**config.mk**
```make
export PLATFORM = sky130hd
export DESIGN_NAME = pzone_ctrl
export DESIGN_NICKNAME = d
export VERILOG_FILES = /design/src/rtl/pz_pkg.sv /design/src/rtl/pz_regs.sv /design/src/rtl/pz_sampler.sv /design/src/rtl/pz_select.sv /design/src/rtl/pz_map.sv /design/src/rtl/pzone_ctrl.sv
export SDC_FILE = /design/constraint.sdc
export NUM_CORES = 1
export LEC_CHECK = 0
export CAP_MARGIN = 20
export CORE_MARGIN = 2
export CORE_UTILIZATION = 55
export DETAILED_ROUTE_END_ITERATION = 6
export GPL_TIMING_DRIVEN = 0
export HOLD_SLACK_MARGIN = 0.12
export PLACE_DENSITY = 0.79
export SKIP_CTS_REPAIR_TIMING = 1
export SYNTH_ARGS = -nofsm -noshare
export SYNTH_HDL_FRONTEND = slang
export SYNTH_SLANG_ARGS = --single-unit
export TNS_END_PERCENT = 1
```
**constraint.sdc**
```tcl
create_clock -name clk -period 3.1 [get_ports clk]
set_input_delay 0.93 -clock clk [delete_from_list [all_inputs] [get_ports clk]]
set_output_delay 0.93 -clock clk [all_outputs]
set_load 0.05 [all_outputs]
```
**src/rtl/pz_pkg.sv**
```systemverilog
package pz_pkg;
  localparam int ZW       = 3;
  localparam int ZONE_TOP = 4;

  localparam logic [1:0] MODE_LOW = 2'b00;
  localparam logic [1:0] MODE_MID = 2'b01;

  function automatic logic [ZW-1:0] clamp_zone(input logic [ZW-1:0] z);
    return (z > ZW'(ZONE_TOP)) ? ZW'(ZONE_TOP) : z;
  endfunction
endpackage

```
**src/rtl/pz_regs.sv**
```systemverilog
module pz_regs #(
  parameter int CW = 8
) (
  input  logic                clk,
  input  logic                rst_n,
  input  logic                wr_en,
  input  logic [2:0]          wr_addr,
  input  logic [CW-1:0]       wr_data,
  output logic [3:0][CW-1:0]  thr,
  output logic [2:0]          lo_norm,
  output logic [2:0]          lo_boot
);
  for (genvar i = 0; i < 4; i++) begin : g_thr
    always_ff @(posedge clk or negedge rst_n) begin
      if (!rst_n)                                thr[i] <= '1;
      else if (wr_en && wr_addr == 3'(i))        thr[i] <= wr_data;
    end
  end

  always_ff @(posedge clk or negedge rst_n) begin
    if (!rst_n) begin
      lo_norm <= '0;
      lo_boot <= '0;
    end else if (wr_en) begin
      if (wr_addr == 3'd4) lo_norm <= wr_data[2:0];
      if (wr_addr == 3'd5) lo_boot <= wr_data[2:0];
    end
  end
endmodule

```
**src/rtl/pz_sampler.sv**
```systemverilog
module pz_sampler #(
  parameter int CW         = 8,
  parameter int SAMPLE_CYC = 1000
) (
  input  logic               clk,
  input  logic               rst_n,
  input  logic               active,
  input  logic [CW-1:0]      cur_code,
  input  logic [3:0][CW-1:0] thr,
  output logic               tick,
  output logic [2:0]         cmp_zone
);
  localparam int CNTW = (SAMPLE_CYC > 1) ? $clog2(SAMPLE_CYC) : 1;

  logic [CNTW-1:0] cnt;
  logic [3:0]      above;

  assign tick = active && (cnt == CNTW'(SAMPLE_CYC - 1));

  always_ff @(posedge clk or negedge rst_n) begin
    if (!rst_n)               cnt <= '0;
    else if (!active || tick) cnt <= '0;
    else                      cnt <= cnt + 1'b1;
  end

  for (genvar i = 0; i < 4; i++) begin : g_cmp
    assign above[i] = (thr[i] != '1) && (cur_code > thr[i]);
  end

  always_comb begin
    if      (above[3]) cmp_zone = 3'd0;
    else if (above[2]) cmp_zone = 3'd1;
    else if (above[1]) cmp_zone = 3'd2;
    else if (above[0]) cmp_zone = 3'd3;
    else               cmp_zone = 3'd4;
  end

  // interval counter never passes the sample limit
  a_r5_cnt_range: assert property (@(posedge clk) disable iff (!rst_n)
    cnt <= CNTW'(SAMPLE_CYC - 1));
  // counter restarts whenever sampling is inactive
  a_r5_cnt_restart: assert property (@(posedge clk) disable iff (!rst_n)
    !active |=> cnt == '0);
endmodule

```
**src/rtl/pz_select.sv**
```systemverilog
module pz_select
  import pz_pkg::*;
(
  input  logic       clk,
  input  logic       rst_n,
  input  logic       en,
  input  logic       nominal,
  input  logic [1:0] mode,
  input  logic       tick,
  input  logic [2:0] cmp_zone,
  input  logic [2:0] lo_norm,
  input  logic [2:0] lo_boot,
  output logic       run_mid,
  output logic [2:0] zone_req
);
  logic       nom_q, armed_q, run;
  logic [1:0] cap_q, eff;
  logic [2:0] zone_q, zone_d;

  assign run      = en && (nom_q || nominal);
  assign eff      = run ? mode : cap_q;
  assign run_mid  = run && (mode == MODE_MID);
  assign zone_req = zone_q;

  always_comb begin
    zone_d = 3'd0;
    if (en) begin
      if (eff == MODE_LOW)
        zone_d = clamp_zone((run && armed_q) ? lo_norm : lo_boot);
      else if (eff == MODE_MID && run)
        zone_d = tick ? cmp_zone : zone_q;
    end
  end

  always_ff @(posedge clk or negedge rst_n) begin
    if (!rst_n) begin
      nom_q   <= 1'b0;
      armed_q <= 1'b0;
      cap_q   <= MODE_LOW;
      zone_q  <= 3'd0;
    end else begin
      zone_q <= zone_d;
      if (!en) begin
        nom_q   <= 1'b0;
        cap_q   <= mode;
        armed_q <= (mode != MODE_LOW);
      end else begin
        nom_q   <= nom_q || nominal;
        armed_q <= armed_q || (run && mode != MODE_LOW);
      end
    end
  end

  // disabled drops the zone to 0
  a_r1_disabled_zero: assert property (@(posedge clk) disable iff (!rst_n)
    !en |=> zone_q == 3'd0);
  // running in high mode selects zone 0
  a_r2_high_zero: assert property (@(posedge clk) disable iff (!rst_n)
    (run && mode[1]) |=> zone_q == 3'd0);
  // no zone change in mid mode away from a sample
  a_r5_hold_between: assert property (@(posedge clk) disable iff (!rst_n)
    (run_mid && !tick) |=> $stable(zone_q));
  // unarmed low mode keeps the boot setting
  a_r7_unarmed_boot: assert property (@(posedge clk) disable iff (!rst_n)
    (run && mode == MODE_LOW && !armed_q) |=> zone_q == clamp_zone($past(lo_boot)));
endmodule

```
**src/rtl/pz_map.sv**
```systemverilog
module pz_map #(
  parameter int NPH = 8,
  parameter int PCW = 4
) (
  input  logic [2:0]     zone_req,
  input  logic [PCW-1:0] phase_cnt,
  output logic [2:0]     zone,
  output logic [NPH-1:0] phase_en,
  output logic           dcm
);
  logic [PCW-1:0] pcc;
  logic [NPH-1:0] act, alt_pat, pair_pat;
  logic [2:0]     zc;
  logic           z1_ok, z2_ok;

  assign pcc = (phase_cnt == '0) ? PCW'(1) :
               (phase_cnt > PCW'(NPH)) ? PCW'(NPH) : phase_cnt;

  for (genvar i = 0; i < NPH; i++) begin : g_ph
    assign act[i]      = PCW'(i) < pcc;
    assign alt_pat[i]  = (i % 2) == 0;
    assign pair_pat[i] = (i == 0) || (PCW'(i) == (pcc >> 1));
  end

  assign z1_ok = (pcc == PCW'(8));
  assign z2_ok = (pcc == PCW'(8)) || (pcc == PCW'(6)) || (pcc == PCW'(4));

  always_comb begin
    zc   = pz_pkg::clamp_zone(zone_req);
    zone = zc;
    if ((zc == 3'd1 && !z1_ok) || (zc == 3'd2 && !z2_ok) ||
        (zc == 3'd3 && pcc == PCW'(1)))
      zone = 3'd0;
    case (zone)
      3'd0:    phase_en = act;
      3'd1:    phase_en = act & alt_pat;
      3'd2:    phase_en = act & pair_pat;
      default: phase_en = NPH'(1);
    endcase
    dcm = (zone == 3'd4);
  end
endmodule

```
**src/rtl/pzone_ctrl.sv**
```systemverilog
module pzone_ctrl #(
  parameter int NPH        = 8,
  parameter int CW         = 8,
  parameter int SAMPLE_CYC = 1000,
  localparam int PCW       = $clog2(NPH + 1)
) (
  input  logic           clk,
  input  logic           rst_n,
  input  logic           en,
  input  logic           nominal,
  input  logic [1:0]     mode,
  input  logic [CW-1:0]  cur_code,
  input  logic [PCW-1:0] phase_cnt,
  input  logic           wr_en,
  input  logic [2:0]     wr_addr,
  input  logic [CW-1:0]  wr_data,
  output logic [2:0]     zone,
  output logic [NPH-1:0] phase_en,
  output logic           dcm
);
  logic [3:0][CW-1:0] thr;
  logic [2:0]         lo_norm, lo_boot, cmp_zone, zone_req;
  logic               tick, run_mid;

  pz_regs #(.CW(CW)) u_regs (
    .clk, .rst_n, .wr_en, .wr_addr, .wr_data,
    .thr, .lo_norm, .lo_boot
  );

  pz_sampler #(.CW(CW), .SAMPLE_CYC(SAMPLE_CYC)) u_samp (
    .clk, .rst_n, .active(run_mid), .cur_code, .thr,
    .tick, .cmp_zone
  );

  pz_select u_sel (
    .clk, .rst_n, .en, .nominal, .mode, .tick, .cmp_zone,
    .lo_norm, .lo_boot, .run_mid, .zone_req
  );

  pz_map #(.NPH(NPH), .PCW(PCW)) u_map (
    .zone_req, .phase_cnt, .zone, .phase_en, .dcm
  );

  // zone 1 is reported only with eight fitted phases
  a_r9_zone1_needs8: assert property (@(posedge clk) disable iff (!rst_n)
    zone == 3'd1 |-> phase_cnt == PCW'(8));
  // no phase beyond the fitted count is ever enabled
  a_r10_mask_in_fit: assert property (@(posedge clk) disable iff (!rst_n)
    (phase_cnt >= PCW'(1) && phase_cnt <= PCW'(NPH)) |->
      (phase_en >> phase_cnt) == '0);
  // phase 1 always switches
  a_r10_phase1_on: assert property (@(posedge clk) disable iff (!rst_n)
    phase_en[0]);
  // discontinuous mode only in zone 4, never while disabled
  a_r11_dcm_disabled: assert property (@(posedge clk) disable iff (!rst_n)
    !en |=> !dcm);
endmodule

```
==> summary.md, run 1 <==
| Metric | Value |
|---|---|
| Reg-to-Reg End | `u_sel.zone_req[2]$_DFFE_PN0P_` |
| Sum of routed wire length over all layers | `7157 um` |
| Routability congestion estimate | `0.8385` |
| Crit Reg-Reg Startpoint | `u_regs.thr[7]$_DFFE_PN1P_` |
| Most area-hungry cell type in the Yosys netlist | `sky130_fd_sc_hd__dfstp_2` |
| Average routed wire per standard cell | `15.20 um` |
| Flip-flop and latch count after synthesis | `55` |
| Antenna violations before repair | `0` |
| Fraction of registers with async set or reset after synthesis | `100.0%` |
| Row Count | `28` |
| Leakage power summed over all cells | `1.705 nW` |
| Source-to-sink clock delay at the later pin of the worst-skew pair | `~0.31 ns` |
| Tightest Pin Transition | `a little over 0.7 ns` |
| Sort of element at the end of the critical path | `primary output` |
| EDFF count, synth | `0` |
| Data required, critical path | `2.17 ns` |
| Instance count of the mapped netlist | `348` |
| Outcome | `completed` |
| Worst-case headroom to the max-slew limit | `51.86%` |
| Yosys warning count | `0` |
| Fraction of layout cells with a size suffix above 1 | `roughly a fifth` |
| Count of unique library cells instantiated by Yosys | `44` |
| Most used cells in the layout excluding fill and tap cells | `sky130_fd_sc_hd__nand2_1 (35), sky130_fd_sc_hd__ha_1 (33), sky130_fd_sc_hd__nor2_1 (32), sky130_fd_sc_hd__dfstp_2 (32)` |
| Crit-path max FO | `4` |
| Remaining global-route overflow | `0` |
| Post-synthesis area per instance | `around 9.5 um2` |
| Via total after detailed routing | `roughly 2700` |
| Post-synthesis sequential area ratio | `42.99%` |
| Post-synth top area share | `about a quarter` |
| Final clock period utilization by the worst path | `96.72%` |
| Final-report setup violation count | `0` |
| Worst slack, placed | `-0.9503 ns` |
| Main flop type after synthesis | `sky130_fd_sc_hd__dfstp_2` |
| Maximum root-to-sink buffer count | `2` |
| Register-to-register setup slack | `0.85 ns` |
| TritonCTS clock tree | `built` |
| Starting density of the core | `56.31%` |
| Crit Path Category | `primary input to primary output` |
| Post-layout minimum cycle time | `2.998 ns` |
| Hold-critical path depth | `1` |
| Post-DP HPWL | `5668 um` |
| Residual DRC | `0` |
| Number of global-route vias before repair | `2712` |
| Count of pins over their slew limit | `0` |
| Clock Tree Root | `sky130_fd_sc_hd__clkbuf_8` |
| Synthesized net count | `411` |
| Drt initial violations | `140` |
| I/O pin total | `42` |
| Leading cell type in the layout, fill and taps excluded | `sky130_fd_sc_hd__nand2_1` |
| Clock-pin slew reported for the worst setup and hold paths after clock tree synthesis | `0.10 ns` |
| IO buf count | `39` |
| Power per standard cell area | `approximately 530 nW/um2` |
| Vertical extent of the die | `around 81 um` |
| Area Overhead vs Synth | `18.61%` |
| Number of antenna repair diodes | `0` |
| Final worst clock skew | `0.009815 ns` |
| Drt via density | `5.635` |
| Global-route usage over all layers | `23.50%` |
| Die Area | `6625 um2` |
| Max_cap viols | `0` |
| Mapped cell area | `3294 um2` |
| Achievable frequency | `333.5 MHz` |
| Last element of the critical path | `phase_en[2]` |
| Kind of path behind the tightest hold check | `flip-flop to flip-flop` |
| Net count, final | `458` |
| Die width | `81.40 um` |
| Clock sink count | `55` |
| Number of hold violations in the final report | `0` |
| Fin util | `around two thirds` |
| Wire length of the first global-routing pass | `~12000 um` |
| Final Non-Filler Cells | `471` |
| Routed Antenna Nets | `0` |
| Arrival time reported for the critical path endpoint | `2.07 ns` |
| Max rail drop VDD | `between 0.3 and 0.4 mV` |
| Maximum number of pins on one net before global-route repair | `34` |
| Worst hold slack after final layout | `slightly below 0.5 ns` |
| Launching element type of the critical path | `primary input` |
| Total CTS buffers | `5` |
| Setup ws final | `0.1016 ns` |
| Placed insts | `463` |
| Startpoint of the most critical setup path | `phase_cnt[0]` |
| Number of detailed-routing iterations run before antenna repair | `4` |
| Path depth of the worst reg2reg path | `8` |
| Core region area | `5851 um2` |
| Design Power | `0.002088 W` |
| H-tree lvl count | `2` |
| Synth area leaders | `sky130_fd_sc_hd__dfstp_2 (26%), sky130_fd_sc_hd__dfrtp_1 (17%), sky130_fd_sc_hd__ha_1 (13%)` |
| RSZ-0062 raised after global routing | `false` |
worst min-delay path by stage:
stage	start	end	slack (ns)
floorplan	u_samp.cnt[0]$_DFF_PN0_	u_samp.cnt[0]$_DFF_PN0_	0.43
global placement	u_samp.cnt[0]$_DFF_PN0_	u_samp.cnt[0]$_DFF_PN0_	0.45
detailed placement	u_samp.cnt[0]$_DFF_PN0_	u_samp.cnt[0]$_DFF_PN0_	0.47
CTS	u_samp.cnt[0]$_DFF_PN0_	u_samp.cnt[0]$_DFF_PN0_	0.49
global route	u_samp.cnt[0]$_DFF_PN0_	u_samp.cnt[0]$_DFF_PN0_	0.49
finish	u_samp.cnt[0]$_DFF_PN0_	u_samp.cnt[0]$_DFF_PN0_	0.48
metrics by stage:
step / cell area [um2] / setup TNS, ns
global placement: 3779 / -18.77
CTS: 3915 / -8.077
global route: 3908 / 0
floorplan: 3294 / -0.5065
detailed placement: 3794 / -8.051
finish: 3908 / 0
area by class of cell:
cell class                 instances  area [um2]
fill                             448        1943
multi-input combinational        255        1757
sequential                        55        1416
timing repair buffer              40       372.9
inverter                          31       116.4
tap                               75       93.84
clock buffer                       6       82.58
clock inverter                     2       38.79
buffer                             7       30.03
logic make-up (layout without fill, tap and decap cells):
| kind of cell | Yosys count | after routing | synth area share (%) |
|---|---|---|---|
| buffers and inverters | 38 | 86 | 4.444 |
| DFF | 55 | 55 | 42.99 |
| adders and majority gates | 33 | 33 | 12.53 |
| and+or+nand+nor | 120 | 120 | 17.70 |
| muxes | 22 | 22 | 7.406 |
| AOI/OAI and AO/OA | 71 | 71 | 12.69 |
| other | 1 | 1 | 0.1138 |
| xor gates and xnor gates | 8 | 8 | 2.127 |
metal layers:
| layer | part of all wire (%) | wire length [um] | vias to the layer above | global-route usage [%] |
|---|---|---|---|---|
| met2 | 52 | 3749 | 64 | 43.52 |
| met5 | 0 | 0 | - | 0 |
| met1 | 41 | 2935 | 1268 | 27.02 |
| li1 | - | - | 1311 | - |
| met4 | 1.2 | 88 | 0 | 6.441 |
| met3 | 5.4 | 384 | 11 | 5.222 |
power breakdown:
part           switching, W  internal (W)  leakage [nW]  total (W)
sequential        0.0000825      0.000897         0.635   0.000979
clock              0.000232      0.000266        0.0618   0.000498
combinational      0.000349      0.000262          1.01   0.000611
state kept, by name (all words and copies together), names as in the netlist:
name / count
u_regs.lo_boot: 3
u_regs.thr: 32
u_samp.cnt: 10
u_sel.nom_q: 1
u_sel.cap_q: 2
u_sel.armed_q: 1
u_regs.lo_norm: 3
u_sel.zone_req: 3
worst max-delay path: stages:
cell and delay [ns]:
sky130_fd_sc_hd__dlymetal6s2s_1 0.16, sky130_fd_sc_hd__nand2b_4 0.16, sky130_fd_sc_hd__a22oi_2 0.18, sky130_fd_sc_hd__o21ai_1 0.08, sky130_fd_sc_hd__nand2b_1 0.16, sky130_fd_sc_hd__nand2_1 0.07, sky130_fd_sc_hd__o2bb2ai_1 0.13, sky130_fd_sc_hd__buf_4 0.19
cell usage after synthesis (3+ instances only):
| cell type | instances |
|---|---|
| sky130_fd_sc_hd__dfstp_2 | 32 |
| sky130_fd_sc_hd__mux2_2 | 19 |
| sky130_fd_sc_hd__dfrtp_1 | 23 |
| sky130_fd_sc_hd__nor3_1 | 6 |
| sky130_fd_sc_hd__o21ai_0 | 34 |
| sky130_fd_sc_hd__inv_1 | 31 |
| sky130_fd_sc_hd__a21oi_1 | 17 |
| sky130_fd_sc_hd__nor2b_1 | 4 |
| sky130_fd_sc_hd__nand2_1 | 35 |
| sky130_fd_sc_hd__nor2_1 | 33 |
| sky130_fd_sc_hd__xnor2_1 | 6 |
| sky130_fd_sc_hd__ha_1 | 33 |
| sky130_fd_sc_hd__nand2b_1 | 7 |
| sky130_fd_sc_hd__clkbuf_1 | 6 |
| sky130_fd_sc_hd__nand4_1 | 15 |
| sky130_fd_sc_hd__and3_1 | 4 |
| sky130_fd_sc_hd__nor3b_1 | 3 |
| sky130_fd_sc_hd__nand3_1 | 5 |
| sky130_fd_sc_hd__mux2i_1 | 3 |
Power figures use the tool's default switching activity.
==> inputs of run 2 (changes only) <==
CTS_CLUSTER_DIAMETER = 120   (was not set)
DONT_BUFFER_PORTS = 1   (was not set)
PLACE_DENSITY = 0.7   (was 0.79)
clock period = 3.6 ns   (was 3.1 ns; I/O delays follow)
==> run 2 against run 1 <==
- sequential cell count is the same
- power shrank 21%
- sequential power shrank 15%
- sequential share of layout area grew 4.1 points
- register-to-register slack gained 0.47 ns
- first-iteration DRC count shrank 43%
- die area is the same
- non-clock buffer count shrank 40
- hold slack lost 0.027 ns
- combinational power shrank 27%
- cell count shrank 8.5%
- setup slack lost 0.062 ns
- critical path type unchanged
- highest routed layer unchanged
==> summary.md, run 2 (synthesis results as in run 1) <==
| Metric | Value |
|---|---|
| Most used cell, CP | `sky130_fd_sc_hd__nor2_1` |
| Number of global-route vias before repair | `2381 (-12%)` |
| Number of hold violations in the final report | `0 (unchanged)` |
| Final worst clock skew | `0.005296 ns (-0.004519 ns)` |
| Crit Reg-Reg Startpoint | `u_regs.thr[7]$_DFFE_PN1P_` |
| Arrival time reported for the critical path endpoint | `2.48 ns (+0.41 ns)` |
| Remaining global-route overflow | `0 (unchanged)` |
| FF+latch area | `1416 um2 (unchanged)` |
| Register containing the most flip-flops in the final layout | `u_regs.thr` |
| Via total after detailed routing | `2451 (-7.6%)` |
| Core region area | `5851 um2 (unchanged)` |
| Die Area | `6625 um2 (unchanged)` |
| IO buf count | `0 (-100%)` |
| Achievable frequency | `280.9 MHz` |
| Final-report setup violation count | `0 (unchanged)` |
| Number of fill cells in the layout | `515 (+15%)` |
| Count of pins over their slew limit | `0 (unchanged)` |
| Launching element type of the critical path | `primary input` |
| TritonCTS clock tree | `built` |
| Reg-to-Reg End | `u_sel.zone_req[2]$_DFFE_PN0P_` |
| Worst hold slack after final layout | `0.4549 ns (-0.02742 ns)` |
| RSZ-0062 raised after global routing | `true` |
| Post-DP HPWL | `5307 um (-6.4%)` |
| Die width | `81.40 um (unchanged)` |
| Worst path cell trace | `o21ai_0, a22oi_1, nor2_1, o21bai_1, nor2_1` |
| I/O pin total | `42 (unchanged)` |
| Average routed wire per standard cell | `15.79 um (+3.9%)` |
| Row Count | `28 (unchanged)` |
| Tightest Pin Transition | `0.8914 ns (+0.1748 ns)` |
| Number of detailed-routing iterations run before antenna repair | `4 (unchanged)` |
| Net count, final | `418 (-8.7%)` |
| Sum of routed wire length over all layers | `6805 um (-4.9%)` |
| Outcome | `completed` |
| Leading cell type in the layout, fill and taps excluded | `sky130_fd_sc_hd__nand2_1` |
| Drt initial violations | `80 (-43%)` |
| Total CTS buffers | `5 (unchanged)` |
| Wire length of the first global-routing pass | `10980 um (-7.5%)` |
| Combined area of the multi-input logic cells | `1754 um2 (-0.14%)` |
| Source-to-sink clock delay at the later pin of the worst-skew pair | `0.30 ns (about the same)` |
| Kind of path behind the tightest hold check | `primary input to asynchronous set/reset pin` |
| Max rail drop VDD | `0.2887 mV (-27%)` |
| Post-layout minimum cycle time | `3.560 ns` |
| Crit-path max FO | `8 (+4)` |
| Path depth of the worst reg2reg path | `8 (unchanged)` |
| Clock Tree Root | `sky130_fd_sc_hd__clkbuf_8` |
| Fraction of layout cells with a size suffix above 1 | `18.54% (-1.4 points)` |
| Sort of element at the end of the critical path | `primary output` |
| Global-route usage over all layers | `21.90% (-1.6 points)` |
| H-tree lvl count | `2 (unchanged)` |
| Slowest stage delay, CP | `0.73 ns (+0.54 ns)` |
| Drt via density | `5.687 (+0.92%)` |
| Critical path's slowest cell | `sky130_fd_sc_hd__nor2_1` |
| Area Overhead vs Synth | `6.571%` |
| Data required, critical path | `2.52 ns (+0.35 ns)` |
| Clock sink count | `55 (unchanged)` |
| Vertical extent of the die | `81.40 um (unchanged)` |
| Flip-flop count of the largest register, all copies and words added | `32 (unchanged)` |
| Routed Antenna Nets | `0 (unchanged)` |
| Maximum number of pins on one net before global-route repair | `56 (+65%)` |
| Routability congestion estimate | `0.8663 (+3.3%)` |
| Leakage power summed over all cells | `1.499 nW (-12%)` |
| Residual DRC | `0 (unchanged)` |
| Final clock period utilization by the worst path | `98.89%` |
| Registers with the most flip-flops | `u_regs.thr (32), u_samp.cnt (10)` |
| Register-to-register setup slack | `1.32 ns (+0.47 ns)` |
| Antenna violations before repair | `0 (unchanged)` |
| Worst-case headroom to the max-slew limit | `40.35% (-12 points)` |
| Maximum root-to-sink buffer count | `2 (unchanged)` |
| Max_cap viols | `0 (unchanged)` |
| Most used cells in the layout excluding fill and tap cells | `sky130_fd_sc_hd__nand2_1 (35), sky130_fd_sc_hd__o21ai_0 (33), sky130_fd_sc_hd__nor2_1 (33), sky130_fd_sc_hd__ha_1 (33), sky130_fd_sc_hd__dfstp_2 (32)` |
| Fin util | `60.01% (-6.8 points)` |
| Number of antenna repair diodes | `0 (unchanged)` |
| Clock-pin slew reported for the worst setup and hold paths after clock tree synthesis | `0.10 ns (about the same)` |
| Starting density of the core | `56.31% (unchanged)` |
| Power per standard cell area | `468.6 nW/um2 (-12%)` |
| Crit Path Category | `primary input to primary output` |
==> run 2: how the worst max path moves through the flow <==
stage / slack [ns] / to / from / depth (start not counted)
2_1_floorplan: -0.10 / zone[0] / phase_cnt[0] / 4
3_3_place_gp: -0.18 / zone[0] / phase_cnt[0] / 4
3_5_place_dp: -0.05 / phase_en[3] / phase_cnt[1] / 5
4_1_cts: -0.04 / phase_en[3] / phase_cnt[1] / 5
5_1_grt: -0.10 / phase_en[7] / phase_cnt[1] / 5
6_report: 0.04 / phase_en[1] / phase_cnt[1] / 5
==> run 2: final cells by class <==
class	count	area share (%)
inverters	31	3.314
flip-flops and latches	55	40.34
multi-input cells	255	49.96
clock buffers	8	2.851
plain buffers	7	0.8553
well taps	75	2.673
==> run 2: stage by stage <==
| stage | cell area [um2] | power, W | setup WS, ns | instances | TNS [ns] |
|---|---|---|---|---|---|
| finish | 3511 | 0.001645 | 0.03995 | 431 | 0 |
| CTS | 3493 | 0.001655 | -0.04497 | 431 | -0.04497 |
| detailed placement | 3393 | 0.001286 | -0.04887 | 423 | -0.04887 |
| global placement | 3388 | 0.001264 | -0.1815 | 423 | -0.2303 |
| floorplan | 3294 | 0.001188 | -0.1049 | 348 | -0.1049 |
| global route | 3511 | 0.001759 | -0.1004 | 431 | -0.2706 |
==> run 2: worst max-delay path: cells and delay by family <==
kind,cells,cell delay (ns)
AOI/OAI and AO/OA,3,0.45
and+or+nand+nor,2,0.95
==> run 2: metal layers <==
metal  vias up  share of wire (%)  track usage [%]  wire length (um)
li1       1239                  -                -                 -
met5         -                  0                0                 0
met4         0                1.2            6.441                80
met3         7                4.2            4.556               284
met2        54                 50            37.62              3370
met1      1151                 45            27.75              3071
==> run 2: report_power, final <==
group | total [W] | switching, W | leakage [nW] | internal (W)
clock network | 0.000366 | 0.000190 | 0.0515 | 0.000176
logic | 0.000443 | 0.000260 | 0.812 | 0.000183
registers | 0.000836 | 0.0000646 | 0.635 | 0.000771
total | 0.00165 | 0.000515 | 1.50 | 0.00113
==> inputs of run 3 (changes only) <==
CTS_BUF_LIST = sky130_fd_sc_hd__clkbuf_16   (was not set)
==> run 3 against run 2 <==
- critical path type unchanged
- global-route usage up 0.26 points
- maximum frequency is essentially flat
- die area stayed put
- clock skew shrank 0.00077 ns
- cell area grew 1.0%
- sequential share of layout area is 0.41 points lower
- utilization increased by 0.62 points
==> summary.md, run 3 (synthesis results as in run 1) <==
| Metric | Value |
|---|---|
| Routability congestion estimate | `0.8663 (unchanged)` |
| Critical path's slowest cell | `sky130_fd_sc_hd__nor2_1` |
| Die Area | `6625 um2 (unchanged)` |
| Post-layout minimum cycle time | `3.559 ns (-0.0007034 ns)` |
| GR Layer Usage met3 | `4.444% (-0.11 points)` |
| Data required, critical path | `2.52 ns (about the same)` |
| Clock-pin slew reported for the worst setup and hold paths after clock tree synthesis | `0.07 ns (-0.03 ns)` |
| TritonCTS clock tree | `built` |
| Source-to-sink clock delay at the later pin of the worst-skew pair | `0.29 ns (about the same)` |
| Number of detailed-routing iterations run before antenna repair | `5 (+1)` |
| Worst slack, placed | `-0.04887 ns (unchanged)` |
| Count of pins over their slew limit | `0 (unchanged)` |
| Core region area | `5851 um2 (unchanged)` |
| Sort of element at the end of the critical path | `primary output` |
| Final worst clock skew | `0.004523 ns (-0.0007723 ns)` |
| Register containing the most flip-flops in the final layout | `u_regs.thr` |
| Wire length of the first global-routing pass | `11080 um (+0.88%)` |
| Max_cap viols | `0 (unchanged)` |
| Setup ws final | `0.04065 ns (+0.0007034 ns)` |
| H-tree lvl count | `2 (unchanged)` |
| Post-DP Area | `3393 um2 (unchanged)` |
| Worst path cell trace | `o21ai_0, a22oi_1, nor2_1, o21bai_1, nor2_1` |
| Average routed wire per standard cell | `16.08 um (+1.8%)` |
| IO buf count | `0 (unchanged)` |
| Crit Path Category | `primary input to primary output` |
| Clock sink count | `55 (unchanged)` |
| RSZ-0062 raised after global routing | `true` |
| Most used cells in the layout excluding fill and tap cells | `sky130_fd_sc_hd__nand2_1 (35), sky130_fd_sc_hd__o21ai_0 (33), sky130_fd_sc_hd__nor2_1 (33), sky130_fd_sc_hd__ha_1 (33)` |
| Number of global-route vias before repair | `2381 (unchanged)` |
| Kind of path behind the tightest hold check | `flip-flop to flip-flop` |
| Slowest stage delay, CP | `0.73 ns (about the same)` |
| Fraction of met1 tracks used by global routing | `28.17% (+0.42 points)` |
| Vertical extent of the die | `81.40 um (unchanged)` |
| Design Power | `0.001741 W (+5.8%)` |
| Clock Tree Root | `sky130_fd_sc_hd__clkbuf_16` |
| GR met2 Demand/Resource | `37.87% (+0.25 points)` |
| Number of fill cells in the layout | `510 (-0.97%)` |
| Registers with the most flip-flops | `u_regs.thr (32), u_samp.cnt (10)` |
| Fraction of layout cells with a size suffix above 1 | `17.98% (-0.56 points)` |
| Maximum root-to-sink buffer count | `2 (unchanged)` |
| Via total after detailed routing | `2463 (+0.49%)` |
| Max rail drop VDD | `0.2510 mV (-13%)` |
| Net count, final | `418 (unchanged)` |
| Routed Antenna Nets | `0 (unchanged)` |
| Area Overhead vs Synth | `7.672%` |
| Reg-to-Reg End | `u_sel.zone_req[2]$_DFFE_PN0P_` |
| Row Count | `28 (unchanged)` |
| Final-report setup violation count | `0 (unchanged)` |
| Residual DRC | `0 (unchanged)` |
| Drt via density | `5.715 (+0.49%)` |
| Global-route usage over all layers | `22.17% (+0.26 points)` |
| Hold-critical path depth | `1` |
| Maximum number of pins on one net before global-route repair | `56 (unchanged)` |
| Launching element type of the critical path | `primary input` |
| Post-DP HPWL | `5307 um (unchanged)` |
| Last element of the critical path | `phase_en[1]` |
| Number of antenna repair diodes | `0 (unchanged)` |
| Crit-path max FO | `8 (unchanged)` |
| Starting density of the core | `56.31% (unchanged)` |
| Arrival time reported for the critical path endpoint | `2.48 ns (about the same)` |
| Drt initial violations | `136 (+70%)` |
| Outcome | `completed` |
| Flip-flop count of the largest register, all copies and words added | `32 (unchanged)` |
| Sum of routed wire length over all layers | `6930 um (+1.8%)` |
| Register-to-register setup slack | `1.32 ns (about the same)` |
| Most used cell, CP | `sky130_fd_sc_hd__nor2_1` |
| Startpoint of the most critical setup path | `phase_cnt[1]` |
| Tightest Pin Transition | `0.8906 ns (-0.0008520 ns)` |
| Path depth of the worst reg2reg path | `8 (unchanged)` |
| Leakage power summed over all cells | `1.517 nW (+1.2%)` |
| Final clock period utilization by the worst path | `98.87% (about the same)` |
| Leading cell type in the layout, fill and taps excluded | `sky130_fd_sc_hd__nand2_1` |
| I/O pin total | `42 (unchanged)` |
| Final non-filler cell area | `3547 um2 (+1.0%)` |
| Power per standard cell area | `490.9 nW/um2 (+4.8%)` |
| Crit Reg-Reg Startpoint | `u_regs.thr[7]$_DFFE_PN1P_` |
| Global routing's busiest layer | `met2` |
| Total CTS buffers | `5 (unchanged)` |
| Antenna violations before repair | `0 (unchanged)` |
| Number of hold violations in the final report | `0 (unchanged)` |
| Die width | `81.40 um (unchanged)` |
| Remaining global-route overflow | `0 (unchanged)` |
| Achievable frequency | `281.0 MHz (about the same)` |
| Worst-case headroom to the max-slew limit | `40.41% (+0.057 points)` |
-- run 3: layout make-up --
type / instances / area [um2] / area share, %
multi-input combinational: 255 / 1754 / 49.45
sequential: 55 / 1416 / 39.93
clock buffer: 5 / 125.1 / 3.527
inverter: 31 / 116.4 / 3.280
tap: 75 / 93.84 / 2.646
buffer: 7 / 30.03 / 0.8466
clock inverter: 3 / 11.26 / 0.3175
-- run 3: worst min path at each step --
stage                            startpoint                 endpoint  slack (ns)
floorplan           u_samp.cnt[0]$_DFF_PN0_  u_samp.cnt[0]$_DFF_PN0_        0.43
global route                          rst_n  u_samp.cnt[6]$_DFF_PN0_        0.47
global placement    u_samp.cnt[0]$_DFF_PN0_  u_samp.cnt[0]$_DFF_PN0_        0.45
CTS                 u_samp.cnt[0]$_DFF_PN0_  u_samp.cnt[0]$_DFF_PN0_        0.46
finish              u_samp.cnt[0]$_DFF_PN0_  u_samp.cnt[0]$_DFF_PN0_        0.46
detailed placement  u_samp.cnt[0]$_DFF_PN0_  u_samp.cnt[0]$_DFF_PN0_        0.45
-- run 3: critical path, delay by kind of cell --
kind               cells  cell delay (ns)
and+or+nand+nor        2             0.95
AOI/OAI and AO/OA      3             0.45
-- run 3: report_power, final --
part           switching [W]  internal, W
logic               0.000260     0.000183
registers          0.0000652     0.000772
clock network       0.000209     0.000251
-- run 3: metal layers --
metal	wire, um	part of all wire, %
met5	0	0
met4	108	1.6
met3	304	4.4
met2	3415	49
met1	3101	45
-- run 3: through the flow --
step | instances | hold WS, ns | setup TNS [ns] | util, %
global route | 431 | 0.4659 | -0.2706 | 60.63
finish | 431 | 0.4584 | 0 | 60.63
detailed placement | 423 | 0.4516 | -0.04887 | 58.00
global placement | 423 | 0.4505 | -0.2303 | 57.91
floorplan | 348 | 0.4251 | -0.1049 | -
CTS | 431 | 0.4605 | -0.04497 | 60.33
